### src/rtl/uart9_pkg.sv
package uart9_pkg;
  typedef enum logic [2:0] {
    A_DATA = 3'd0,
    A_LINE = 3'd1,
    A_NODE = 3'd2,
    A_DIV  = 3'd3,
    A_FRAC = 3'd4,
    A_STAT = 3'd5
  } reg_addr_e;

  typedef enum logic [1:0] {RX_IDLE, RX_START, RX_DATA, RX_STOP} rx_state_e;

  function automatic logic [3:0] trig_level(input logic [1:0] sel);
    case (sel)
      2'd0:    return 4'd1;
      2'd1:    return 4'd4;
      2'd2:    return 4'd8;
      default: return 4'd14;
    endcase
  endfunction
endpackage

### src/rtl/uart9_baud.sv
module uart9_baud #(
  parameter int DIV_W  = 16,
  parameter int FRAC_W = 4
) (
  input  logic              clk_i,
  input  logic              rst_ni,
  input  logic [DIV_W-1:0]  div_i,
  input  logic [FRAC_W-1:0] add_i,
  input  logic [FRAC_W-1:0] mul_i,
  output logic              tick_o
);
  logic [DIV_W:0]  cnt_q, limit;
  logic [FRAC_W:0] acc_q, acc_sum;
  logic [DIV_W-1:0] div_eff;
  logic stretch_q, frac_on;

  assign div_eff = (div_i == '0) ? DIV_W'(1) : div_i;
  assign limit   = {1'b0, div_eff} - (DIV_W+1)'(1) + (DIV_W+1)'(stretch_q);
  assign frac_on = (mul_i != '0) && (add_i < mul_i);
  assign acc_sum = acc_q + {1'b0, add_i};

  always_ff @(posedge clk_i or negedge rst_ni) begin
    if (!rst_ni) begin
      cnt_q     <= '0;
      acc_q     <= '0;
      stretch_q <= 1'b0;
      tick_o    <= 1'b0;
    end else begin
      tick_o <= 1'b0;
      if (cnt_q >= limit) begin
        cnt_q  <= '0;
        tick_o <= 1'b1;
        if (frac_on && acc_sum >= {1'b0, mul_i}) begin
          acc_q     <= acc_sum - {1'b0, mul_i};
          stretch_q <= 1'b1;
        end else begin
          acc_q     <= frac_on ? acc_sum : '0;
          stretch_q <= 1'b0;
        end
      end else begin
        cnt_q <= cnt_q + (DIV_W+1)'(1);
      end
    end
  end
endmodule

### src/rtl/uart9_fifo.sv
module uart9_fifo #(
  parameter int W     = 9,
  parameter int DEPTH = 16,
  parameter int CNT_W = $clog2(DEPTH+1)
) (
  input  logic             clk_i,
  input  logic             rst_ni,
  input  logic             push_i,
  input  logic [W-1:0]     data_i,
  input  logic             pop_i,
  output logic [W-1:0]     data_o,
  output logic [CNT_W-1:0] count_o,
  output logic             full_o,
  output logic             empty_o
);
  localparam int AW = (DEPTH > 1) ? $clog2(DEPTH) : 1;

  logic [W-1:0]  mem [DEPTH];
  logic [AW-1:0] wr_q, rd_q;
  logic push_ok, pop_ok;

  assign full_o  = (count_o == CNT_W'(DEPTH));
  assign empty_o = (count_o == '0);
  assign push_ok = push_i && !full_o;
  assign pop_ok  = pop_i && !empty_o;
  assign data_o  = mem[rd_q];

  function automatic logic [AW-1:0] nxt(input logic [AW-1:0] p);
    return (p == AW'(DEPTH-1)) ? '0 : p + AW'(1);
  endfunction

  always_ff @(posedge clk_i) begin
    if (push_ok) mem[wr_q] <= data_i;
  end

  always_ff @(posedge clk_i or negedge rst_ni) begin
    if (!rst_ni) begin
      wr_q    <= '0;
      rd_q    <= '0;
      count_o <= '0;
    end else begin
      if (push_ok) wr_q <= nxt(wr_q);
      if (pop_ok)  rd_q <= nxt(rd_q);
      case ({push_ok, pop_ok})
        2'b10:   count_o <= count_o + CNT_W'(1);
        2'b01:   count_o <= count_o - CNT_W'(1);
        default: ;
      endcase
    end
  end
endmodule

### src/rtl/uart9_tx.sv
module uart9_tx (
  input  logic       clk_i,
  input  logic       rst_ni,
  input  logic       tick_i,
  input  logic       nine_i,
  input  logic       pause_i,
  input  logic       valid_i,
  input  logic [8:0] data_i,
  output logic       pop_o,
  output logic       busy_o,
  output logic       tx_o
);
  logic [10:0] sh_q;
  logic [3:0]  sub_q, left_q;

  assign pop_o = tick_i && !busy_o && valid_i && !pause_i;
  assign tx_o  = busy_o ? sh_q[0] : 1'b1;

  always_ff @(posedge clk_i or negedge rst_ni) begin
    if (!rst_ni) begin
      sh_q   <= '1;
      sub_q  <= '0;
      left_q <= '0;
      busy_o <= 1'b0;
    end else if (pop_o) begin
      sh_q   <= nine_i ? {1'b1, data_i[8], data_i[7:0], 1'b0}
                       : {2'b11, data_i[7:0], 1'b0};
      left_q <= nine_i ? 4'd11 : 4'd10;
      sub_q  <= '0;
      busy_o <= 1'b1;
    end else if (busy_o && tick_i) begin
      if (sub_q == 4'd15) begin
        sub_q  <= '0;
        sh_q   <= {1'b1, sh_q[10:1]};
        left_q <= left_q - 4'd1;
        if (left_q == 4'd1) busy_o <= 1'b0;
      end else begin
        sub_q <= sub_q + 4'd1;
      end
    end
  end
endmodule

### src/rtl/uart9_rx.sv
module uart9_rx
  import uart9_pkg::*;
(
  input  logic       clk_i,
  input  logic       rst_ni,
  input  logic       tick_i,
  input  logic       nine_i,
  input  logic       rx_i,
  output logic       valid_o,
  output logic [8:0] data_o,
  output logic       ferr_o
);
  rx_state_e   st_q;
  logic        s1_q, s2_q;
  logic [3:0]  sub_q, cnt_q, last_idx;
  logic [8:0]  sh_q;

  assign last_idx = nine_i ? 4'd8 : 4'd7;
  assign data_o   = nine_i ? sh_q : {1'b0, sh_q[8:1]};

  always_ff @(posedge clk_i or negedge rst_ni) begin
    if (!rst_ni) begin
      s1_q    <= 1'b1;
      s2_q    <= 1'b1;
      st_q    <= RX_IDLE;
      sub_q   <= '0;
      cnt_q   <= '0;
      sh_q    <= '0;
      valid_o <= 1'b0;
      ferr_o  <= 1'b0;
    end else begin
      s1_q    <= rx_i;
      s2_q    <= s1_q;
      valid_o <= 1'b0;
      if (tick_i) begin
        case (st_q)
          RX_IDLE: if (!s2_q) begin
            st_q  <= RX_START;
            sub_q <= '0;
          end
          RX_START: if (sub_q == 4'd7) begin
            st_q  <= s2_q ? RX_IDLE : RX_DATA;
            sub_q <= '0;
            cnt_q <= '0;
          end else sub_q <= sub_q + 4'd1;
          RX_DATA: if (sub_q == 4'd15) begin
            sub_q <= '0;
            sh_q  <= {s2_q, sh_q[8:1]};
            cnt_q <= cnt_q + 4'd1;
            if (cnt_q == last_idx) st_q <= RX_STOP;
          end else sub_q <= sub_q + 4'd1;
          RX_STOP: if (sub_q == 4'd15) begin
            valid_o <= 1'b1;
            ferr_o  <= !s2_q;
            st_q    <= RX_IDLE;
            sub_q   <= '0;
          end else sub_q <= sub_q + 4'd1;
          default: st_q <= RX_IDLE;
        endcase
      end
    end
  end
endmodule

### src/rtl/uart9_core.sv
module uart9_core
  import uart9_pkg::*;
#(
  parameter int DEPTH  = 16,
  parameter int DIV_W  = 16,
  parameter int FRAC_W = 4
) (
  input  logic        clk_i,
  input  logic        rst_ni,
  input  logic [2:0]  reg_addr_i,
  input  logic        reg_wr_i,
  input  logic        reg_rd_i,
  input  logic [15:0] reg_wdata_i,
  output logic [15:0] reg_rdata_o,
  output logic        irq_o,
  output logic        tx_o,
  input  logic        rx_i
);
  localparam int CNT_W = $clog2(DEPTH+1);

  logic [4:0]        line_q;
  logic [7:0]        node_q;
  logic [DIV_W-1:0]  div_q;
  logic [FRAC_W-1:0] add_q, mul_q;
  logic ovr_q, ferr_q, adr_q, match_q;

  logic nine_en, auto_en, tx_pause;
  logic [1:0] trig_sel;
  assign nine_en  = line_q[0];
  assign auto_en  = line_q[1];
  assign tx_pause = line_q[2];
  assign trig_sel = line_q[4:3];

  logic tick, tx_push, tx_pop, tx_busy, tx_full, tx_empty;
  logic [8:0] tx_head;
  logic [CNT_W-1:0] tx_count;
  logic rx_valid, rx_ferr, rx_push, rx_pop, rx_full, rx_empty, is_addr, keep;
  logic [8:0] rx_data, rx_head;
  logic [CNT_W-1:0] rx_count;

  assign tx_push = reg_wr_i && reg_addr_i == A_DATA;
  assign rx_pop  = reg_rd_i && reg_addr_i == A_DATA;

  uart9_baud #(.DIV_W(DIV_W), .FRAC_W(FRAC_W)) u_baud (
    .clk_i, .rst_ni, .div_i(div_q), .add_i(add_q), .mul_i(mul_q), .tick_o(tick));

  uart9_fifo #(.W(9), .DEPTH(DEPTH), .CNT_W(CNT_W)) u_txq (
    .clk_i, .rst_ni, .push_i(tx_push), .data_i(reg_wdata_i[8:0]), .pop_i(tx_pop),
    .data_o(tx_head), .count_o(tx_count), .full_o(tx_full), .empty_o(tx_empty));

  uart9_tx u_tx (
    .clk_i, .rst_ni, .tick_i(tick), .nine_i(nine_en), .pause_i(tx_pause),
    .valid_i(!tx_empty), .data_i(tx_head), .pop_o(tx_pop), .busy_o(tx_busy), .tx_o);

  uart9_rx u_rx (
    .clk_i, .rst_ni, .tick_i(tick), .nine_i(nine_en), .rx_i,
    .valid_o(rx_valid), .data_o(rx_data), .ferr_o(rx_ferr));

  // address filter sits ahead of the receive queue
  assign is_addr = nine_en && rx_data[8];
  assign keep    = !nine_en || !auto_en || (!is_addr && match_q);
  assign rx_push = rx_valid && keep;

  uart9_fifo #(.W(9), .DEPTH(DEPTH), .CNT_W(CNT_W)) u_rxq (
    .clk_i, .rst_ni, .push_i(rx_push), .data_i(rx_data), .pop_i(rx_pop),
    .data_o(rx_head), .count_o(rx_count), .full_o(rx_full), .empty_o(rx_empty));

  assign irq_o = rx_count >= CNT_W'(trig_level(trig_sel));

  always_ff @(posedge clk_i or negedge rst_ni) begin
    if (!rst_ni) begin
      line_q  <= '0;
      node_q  <= '0;
      div_q   <= DIV_W'(1);
      add_q   <= '0;
      mul_q   <= '0;
      ovr_q   <= 1'b0;
      ferr_q  <= 1'b0;
      adr_q   <= 1'b0;
      match_q <= 1'b0;
    end else begin
      if (reg_wr_i) begin
        case (reg_addr_i)
          A_LINE: line_q <= reg_wdata_i[4:0];
          A_NODE: node_q <= reg_wdata_i[7:0];
          A_DIV:  div_q  <= reg_wdata_i[DIV_W-1:0];
          A_FRAC: begin
            add_q <= reg_wdata_i[FRAC_W-1:0];
            mul_q <= reg_wdata_i[2*FRAC_W-1:FRAC_W];
          end
          A_STAT: begin
            if (reg_wdata_i[2]) ovr_q  <= 1'b0;
            if (reg_wdata_i[3]) ferr_q <= 1'b0;
            if (reg_wdata_i[4]) adr_q  <= 1'b0;
          end
          default: ;
        endcase
      end
      // set beats a simultaneous clear
      if (rx_push && rx_full)                 ovr_q   <= 1'b1;
      if (rx_valid && rx_ferr)                ferr_q  <= 1'b1;
      if (rx_valid && is_addr && !auto_en)    adr_q   <= 1'b1;
      if (rx_valid && is_addr && auto_en)     match_q <= (rx_data[7:0] == node_q);
    end
  end

  logic [15:0] stat;
  always_comb begin
    stat = '0;
    stat[0] = !rx_empty;
    stat[1] = tx_full;
    stat[2] = ovr_q;
    stat[3] = ferr_q;
    stat[4] = adr_q;
    stat[5] = tx_empty && !tx_busy;
    stat[8 +: CNT_W] = rx_count;
  end

  always_comb begin
    reg_rdata_o = '0;
    case (reg_addr_i)
      A_DATA: reg_rdata_o[8:0] = rx_head;
      A_LINE: reg_rdata_o[4:0] = line_q;
      A_NODE: reg_rdata_o[7:0] = node_q;
      A_DIV:  reg_rdata_o[DIV_W-1:0] = div_q;
      A_FRAC: reg_rdata_o[2*FRAC_W-1:0] = {mul_q, add_q};
      A_STAT: reg_rdata_o = stat;
      default: ;
    endcase
  end
endmodule

### config.mk
export PLATFORM = sky130hd
export DESIGN_NAME = uart9_core
export DESIGN_NICKNAME = d
export VERILOG_FILES = /design/src/rtl/uart9_pkg.sv /design/src/rtl/uart9_baud.sv /design/src/rtl/uart9_fifo.sv /design/src/rtl/uart9_tx.sv /design/src/rtl/uart9_rx.sv /design/src/rtl/uart9_core.sv
export SDC_FILE = /design/constraint.sdc
export NUM_CORES = 1
export LEC_CHECK = 0
export BUFFER_PORTS_ARGS = -buffer_cell sky130_fd_sc_hd__buf_4
export CORE_UTILIZATION = 50
export CTS_CLUSTER_DIAMETER = 200
export DETAILED_ROUTE_END_ITERATION = 6
export PLACE_DENSITY_LB_ADDON = 0.1
export SETUP_SLACK_MARGIN = 0.15
export SYNTH_ARGS = -nofsm -noshare
export SYNTH_HDL_FRONTEND = slang
export SYNTH_SLANG_ARGS = --single-unit
### constraint.sdc
create_clock -name clk_i -period 9.5 [get_ports clk_i]
set_input_delay 0.475 -clock clk_i [delete_from_list [all_inputs] [get_ports clk_i]]
set_output_delay 0.475 -clock clk_i [all_outputs]
set_load 0.03 [all_outputs]
Word level (Yosys, flattened, before mapping)
Memories as Yosys holds them, arrays and structs flattened.
Index checks and enable logic that the tools add are counted.
{"block": "classes", "n_addsub": 17, "mul": 0, "div_mod_pow": 0, "n_lt_le_gt_ge": 4, "eq_ne": 31, "shifts": 0, "mux": 68, "n_bitwise": 0, "reduce_logical": 70}
{"operator": "4-bit 2-to-1 mux", "count": 16}
{"operator": "11-bit 2-to-1 mux", "count": 3}
{"operator": "5-bit case mux with 6 select lines", "count": 1}
{"operator": "2-bit nonzero test", "count": 15}
{"operator": "4-bit by 1-bit adder with 4-bit output (second input constant)", "count": 7}
{"operator": "1-bit 2-to-1 mux", "count": 27}
{"operator": "4-bit equality test (second input constant)", "count": 6}
{"operator": "4-bit case mux with 3 select lines", "count": 2}
{"operator": "1-bit logical AND", "count": 21}
{"operator": "5-bit case mux with 2 select lines", "count": 2}
{"operator": "3-bit AND reduction", "count": 6}
{"operator": "17-bit by 1-bit adder with 17-bit output", "count": 1}
{"operator": "17-bit by 1-bit adder with 17-bit output (second input constant)", "count": 1}
{"operator": "17-bit greater-or-equal comparator", "count": 1}
{"operator": "17-bit 2-to-1 mux", "count": 1}
{"operator": "16-bit by 1-bit subtractor with 17-bit output (second input constant)", "count": 1}
{"operator": "16-bit zero test", "count": 1}
{"operator": "16-bit 2-to-1 mux", "count": 1}
{"operator": "3-bit case mux with 5 select lines", "count": 1}
{"operator": "7-bit case mux with 2 select lines", "count": 1}
{"operator": "2-bit 2-to-1 mux", "count": 6}
{"operator": "2-bit AND reduction", "count": 6}
{"operator": "5-bit by 1-bit adder with 5-bit output (second input constant)", "count": 2}
{"operator": "2-bit equality test (second input constant)", "count": 5}
{"operator": "other kinds (32)", "count": 56}
{"block": "totals", "regBits": 134, "latch_bits": 0, "mem_bits_rw": 288, "romBits": 0, "input_bits": 24, "output_inout_bits": 18, "word_cells": 223, "memories": 2}
{"name": "u_rxq.mem", "words": 16, "word_bits": 9, "rd": 1, "rd_ports_with_merged_regs": 0, "wr": 1, "line": "uart9_fifo.sv:18", "text": "logic [W-1:0] mem [DEPTH];"}
{"name": "u_txq.mem", "words": 16, "word_bits": 9, "rd": 1, "rd_ports_with_merged_regs": 0, "wr": 1, "line": "uart9_fifo.sv:18"}

Longest topological paths before layout
{"block": "logic_depth", "word_depth": 9, "mapped_depth": 20, "mapped_depth_nobuf": 17}

By module
A second synthesis with hierarchy kept.
{"block": "unflattened", "hier_cells": 1350, "area_unflattened_um2": 19575.0}
{"mod": "uart9_fifo at u_txq", "n_inst": 1, "cells_per_inst": 338, "area_per_inst_um2": 6412.4, "seq_area_each_um2": 4649.5}
{"mod": "uart9_fifo at u_rxq", "n_inst": 1, "cells_per_inst": 356, "area_per_inst_um2": 6394.9, "seq_area_each_um2": 4649.5}
{"mod": "uart9_core", "n_inst": 1, "cells_per_inst": 209, "area_per_inst_um2": 2368.5, "seq_area_each_um2": 1027.2}
{"mod": "uart9_baud", "n_inst": 1, "cells_per_inst": 237, "area_per_inst_um2": 2195.9, "seq_area_each_um2": 600.6}
{"mod": "uart9_rx", "n_inst": 1, "cells_per_inst": 102, "area_per_inst_um2": 1167.4, "seq_area_each_um2": 578.1}
{"mod": "uart9_tx", "n_inst": 1, "cells_per_inst": 108, "area_per_inst_um2": 1036.0, "seq_area_each_um2": 488.0}

Worst setup path before layout
No wires, ideal clock.
{"block": "synth_timing", "kind": "reg2reg", "from": "reg div_q[3]", "to": "reg u_baud.cnt_q[10]", "setup_ns": 0.071, "arrival_ns": 4.034, "required_ns": 9.429, "slack_ns": 5.394, "stages_incl_launch_ff": 20, "n_path_buf": 3, "period_less_slack_ns": 4.106, "cell_sequence": "dfrtp_1 clkbuf_1 nor4_1 nor3b_1 a31oi_1 ha_1 ha_1 nand2b_1 or3b_2 nor2_1 nand2_1 xor2_1 ha_1 and4_1 a221o_1 a211oi_1 inv_2 buf_2 buf_2 nor2_1"}
{"block": "synth_via", "elab_chain_len": 6}
{"element": "start: declaration", "line": "uart9_core.sv:23", "text": "logic [DIV_W-1:0] div_q;"}
{"element": "start signal: assignment", "line": "uart9_core.sv:86", "text": "A_DIV: div_q <= reg_wdata_i[DIV_W-1:0];"}
{"element": "16-bit zero test", "line": "uart9_baud.sv:17", "text": "assign div_eff = (div_i == '0) ? DIV_W'(1) : div_i;"}
{"element": "16-bit 2-to-1 mux *", "line": "uart9_baud.sv:17"}
{"element": "16-bit by 1-bit subtractor with 17-bit output *", "line": "uart9_baud.sv:18", "text": "assign limit = {1'b0, div_eff} - (DIV_W+1)'(1) + (DIV_W+1)'(stretch_q);"}
{"element": "17-bit by 1-bit adder with 17-bit output *", "line": "uart9_baud.sv:18"}
{"element": "17-bit greater-or-equal comparator *", "line": "uart9_baud.sv:30", "text": "if (cnt_q >= limit) begin"}
{"element": "17-bit 2-to-1 mux *", "line": "uart9_baud.sv:30"}
{"element": "end signal: assignment", "line": "uart9_baud.sv:41", "text": "cnt_q <= cnt_q + (DIV_W+1)'(1);"}
{"element": "end: declaration", "line": "uart9_baud.sv:12", "text": "logic [DIV_W:0] cnt_q, limit;"}
Every way passes the cells marked *; elsewhere a longest branch is shown, timed or not.
A chain may end at the register's enable or synchronous reset.

Final worst setup path
{"block": "layout_timing", "from": "reg div_q[8]", "to": "reg u_baud.acc_q[2]"}
{"block": "layout_via", "elab_chain_len": 5}
{"element": "16-bit zero test", "line": "uart9_baud.sv:17"}
{"element": "16-bit 2-to-1 mux *", "line": "uart9_baud.sv:17"}
{"element": "16-bit by 1-bit subtractor with 17-bit output *", "line": "uart9_baud.sv:18"}
{"element": "17-bit by 1-bit adder with 17-bit output *", "line": "uart9_baud.sv:18"}
{"element": "17-bit greater-or-equal comparator *", "line": "uart9_baud.sv:30"}
{"element": "end signal: assignment", "line": "uart9_baud.sv:34", "text": "acc_q <= acc_sum - {1'b0, mul_i};"}
{"element": "end signal: assignment", "line": "uart9_baud.sv:37", "text": "acc_q <= frac_on ? acc_sum : '0;"}
{"element": "end: declaration", "line": "uart9_baud.sv:13", "text": "logic [FRAC_W:0] acc_q, acc_sum;"}
Marked as above.

==> impl_metrics.csv <==
group,metric,value,unit
floorplan,die_area,39000,um^2
power,peakVddDrop,0.234,mV
synth,ys_seq_area_share,62.8,%
clock_tree,ctsHtreeMaxLevel,2,
synth,ys.flop_type,"edfxtp_1",
synth,yosysUniqueCellTypes,66,
grt,grt_util_all_layers,22.0,%
timing,max_slew_margin,16.4,%
timing,fmax,219,MHz
critical_path,path_max_fanout,22,
cells_and_area,fillers,3033,
cells_and_area,area_growth,12.9,%
power,netSwitchingFraction,28.0,%
critical_path,cp_slowest_cell,"or3b_2",
floorplan,core_area,37700,um^2
grt,grt_pass1_wl,63.9,mm
grt,antenna_found_initial,1,
routing,wl_per_cell,22.1,um
grt,grt_pass1_vias,10700,
power,power_frac_clock,35.8,%
clock_tree,clkSlewWorstSetupHoldPaths,0.06,ns
place,io_buffers,41,
critical_path,start_kind,"flop",
routing,wl,40.9,mm
critical_path,worst_setup_path_end_kind,"flop",
grt,grt_start_max_net_pins,79,
timing,setup_tns,0,ns
place,dpl.hpwl,26.7,mm
timing,clock-skew-final,0.0182,ns
critical_path,reg2reg_depth,17,
critical_path,critPathMostFrequentCell,"ha_1",
floorplan,initial_core_util,50.7,%
power,p_sw,1.41,mW
routing,ant_nets,0,
critical_path,arrival,5.03,ns
critical_path,crit_family,"simple AND/OR/NAND/NOR gates",
hold_path,worstHoldPathType,"in -> reg",
cells_and_area,n_antenna_cell,0,
clock_tree,cts.sinks,421,
critical_path,r2r_start,"div_q[8]$_DFFE_PN0P_",
clock_tree,cts_buffers,44,
critical_path,cp.depth,17,
routing,vias,10700,
timing,min_period,4.57,ns
critical_path,cp_cell_sequence,"or4_1 > nor3b_1 > a31oi_1 > ha_1 > ha_1 > nand2b_1 > or3b_2 > nor2_1 > nand2_1 > xor2_1 > ha_1 > and4_1 > nand2_1 > nor4_1 > a211oi_1 > inv_2 > mux2_4",
synth,synth_fp_nets,1339,
floorplan,die_y,197,um
timing,rsz0062_at_grt,"false",
timing,tightest_slew,1.24,ns
critical_path,worstSetupEndpoint,"u_baud.acc_q[2]$_DFFE_PN0P_",
synth,yosysTopAreaCell,"edfxtp_1",
timing,hold_viol_final,0,
synth,ys_warn_count,0,
timing,min_period_over_period,48.1,%
place,post-place-cells,1764,
critical_path,r2r_setup_slack,4.93,ns
grt,gr-total-overflow,0,
timing,slew_viol_final,0,
cells_and_area,fin_area,21600,um^2
clock_tree,clock_latency,0.58,ns
synth,netlist_instances,1247,
floorplan,die_x,197,um
timing,setup_violations,0,
cells_and_area,layout-drive-gt1-share,23.0,%
routing,dr.pass1.iters,5,
synth,avgSynthCellArea,15.3,um^2
synth,synth_top_area_share,45.3,%
run_status,status,"complete, no violations",
power,p_seq_share,44.5,%
cells_and_area,finalNetCount,1393,
floorplan,pin_count,42,
cells_and_area,stdcell_count,1848,
synth,ys_ff_latch,421,
hold_path,hold_depth,2,
clock_tree,cts_buffer_depth,3,
routing,drt_iter0_drc,794,
critical_path,timing.rr.end,"u_baud.acc_q[2]$_DFFE_PN0P_",
synth,syn-cell-area,19100,um^2
synth,synth_area_leaders,"edfxtp_1, dfrtp_1, mux4_2",
clock_tree,cts_tree,"done",
place,placed_cell_area,20000,um^2
synth,synth-edff-count,288,
flow_run,max_cap_violations,0,
synth,synthArstFlopShare,31.6,%
power,combPwrFrac,19.7,%
power,p_leak,7.53,nW
floorplan,num_rows,71,
routing,drt_drc_violations_left,0,
power,power_density,234,nW/um^2
routing,viasPerCell,5.77,
critical_path,required,9.96,ns
critical_path,cp_slowest_stage_delay,0.52,ns
critical_path,cp-startpoint,"div_q[8]$_DFFE_PN0P_",
critical_path,worst-path-buf-inv,1,
power,p_int,3.63,mW
place,gp_congestion,0.831,
clock_tree,cts_root_buf,"clkbuf_16",
critical_path,critical_path_class,"reg -> reg",
[layer usage]
metal	up-vias	track usage (%)	share of wire, %
li1	4913	-	-
met1	5438	31.8	46
met2	261	34.0	47
met3	56	3.84	4.9
met4	0	6.78	2.3
met5	-	0	0
[registers in the layout (all words and copies together) (netlist names), 8 cells and up, named ones only]
signal	cells
div_q	16
node_q	8
u_baud.cnt_q	17
u_rx.sh_q	9
u_rxq.mem	144
u_tx.sh_q	10
u_txq.mem	144
[logic make-up after synthesis]
logic type                 after synthesis  synth area share, %
xor gates and xnor gates                59                 2.70
muxes                                  173                 15.3
DFF                                    421                 62.8
adders and majority gates               68                 4.61
AOI/OAI and AO/OA                      149                 5.19
and+or+nand+nor                        281                 7.40
buffers and inverters                   96                 1.97
[synth_stat cells (all sizes together) (11+ instances only)]
library cell / number
buf: 20
nor3: 19
edfxtp: 288
a22o: 11
o211ai: 14
mux2i: 24
inv: 46
clkbuf: 30
a21oi: 27
ha: 64
xnor2: 35
dfstp: 13
and2: 22
dfrtp: 120
xor2: 24
mux2: 60
nand3: 24
o21ai: 47
mux4: 89
nand2: 83
nand2b: 14
and3: 16
nor4: 17
nor2: 52
[through the flow]
stage	power, mW	hold slack, ns	setup slack (ns)	util (%)
detailed placement	3.28	0.356	4.95	53.2
global route	5.28	0.106	4.58	57.3
floorplan	3.00	0.179	5.39	-
finish	5.04	0.131	4.93	57.3
CTS	5.09	0.101	4.92	57.3
global placement	3.26	0.348	5.11	53.2
[worst min-delay path by stage]
| stage | from | end | slack [ns] |
|---|---|---|---|
| floorplan | rst_ni | asynchronous set/reset pin | 0.18 |
| global placement | u_rx.s1_q$_DFF_PN1_ | u_rx.s2_q$_DFF_PN1_ | 0.35 |
| detailed placement | u_rx.s1_q$_DFF_PN1_ | u_rx.s2_q$_DFF_PN1_ | 0.36 |
| CTS | reg_wdata_i[13] | div_q[13]$_DFFE_PN0P_ | 0.10 |
| global route | reg_wdata_i[15] | div_q[15]$_DFFE_PN0P_ | 0.11 |
| finish | reg_wdata_i[13] | div_q[13]$_DFFE_PN0P_ | 0.13 |
[cell type report]
| cell class | count | area, um^2 | area share [%] |
|---|---|---|---|
| clock buffer | 60 | 1230 | 5.71 |
| clock inverter | 22 | 298 | 1.38 |
| inverter | 46 | 173 | 0.800 |
| multi-input combinational | 730 | 6790 | 31.5 |
| sequential | 421 | 12000 | 55.6 |
| tap | 511 | 639 | 2.96 |
| timing repair buffer | 58 | 444 | 2.06 |
[what timing repair did]
| item | in CTS | in global routing |
|---|---|---|
| gates resized for setup | 0 | 0 |
| endpoints found under the hold margin | 38 | 0 |
| setup buffers | 0 | 0 |
| hold buffers | 2 | 0 |
[placed cells by master (no fill, tap or decap), types with 4 or more instances in the layout]
cell type / n
bufinv_16: 6
dfstp_2: 13
dfrtp_1: 118
ha_1: 64
nor2b_1: 6
and3_1: 16
buf_4: 55
mux4_2: 89
nor3b_1: 5
a211oi_1: 5
nand2_1: 82
xor2_1: 24
o211ai_1: 14
a31oi_1: 5
clkinv_2: 6
o21ai_0: 45
nor3_1: 18
a21o_1: 10
and2_1: 21
edfxtp_1: 288
a22o_1: 11
nand2b_1: 14
nor4_1: 9
nor2_1: 52
a21oi_1: 27
mux2_2: 56
nand4_1: 7
inv_1: 44
mux2i_1: 24
nor4_2: 8
xnor2_1: 35
clkbuf_1: 9
nand3_1: 24
fa_1: 4
clkbuf_16: 44
and4_1: 6
clkbuf_8: 7
[power groups by stage]
stage,sequential [mW],clock (mW),combinational [mW]
after floorplan,2.20,0,0.800
final,2.24,1.81,0.994
after CTS,2.24,1.84,1.01
after global routing,2.26,1.91,1.11
after global placement,2.27,0,0.989
after detailed placement,2.28,0,0.998
No activity file was read; power rests on OpenSTA's default activity.
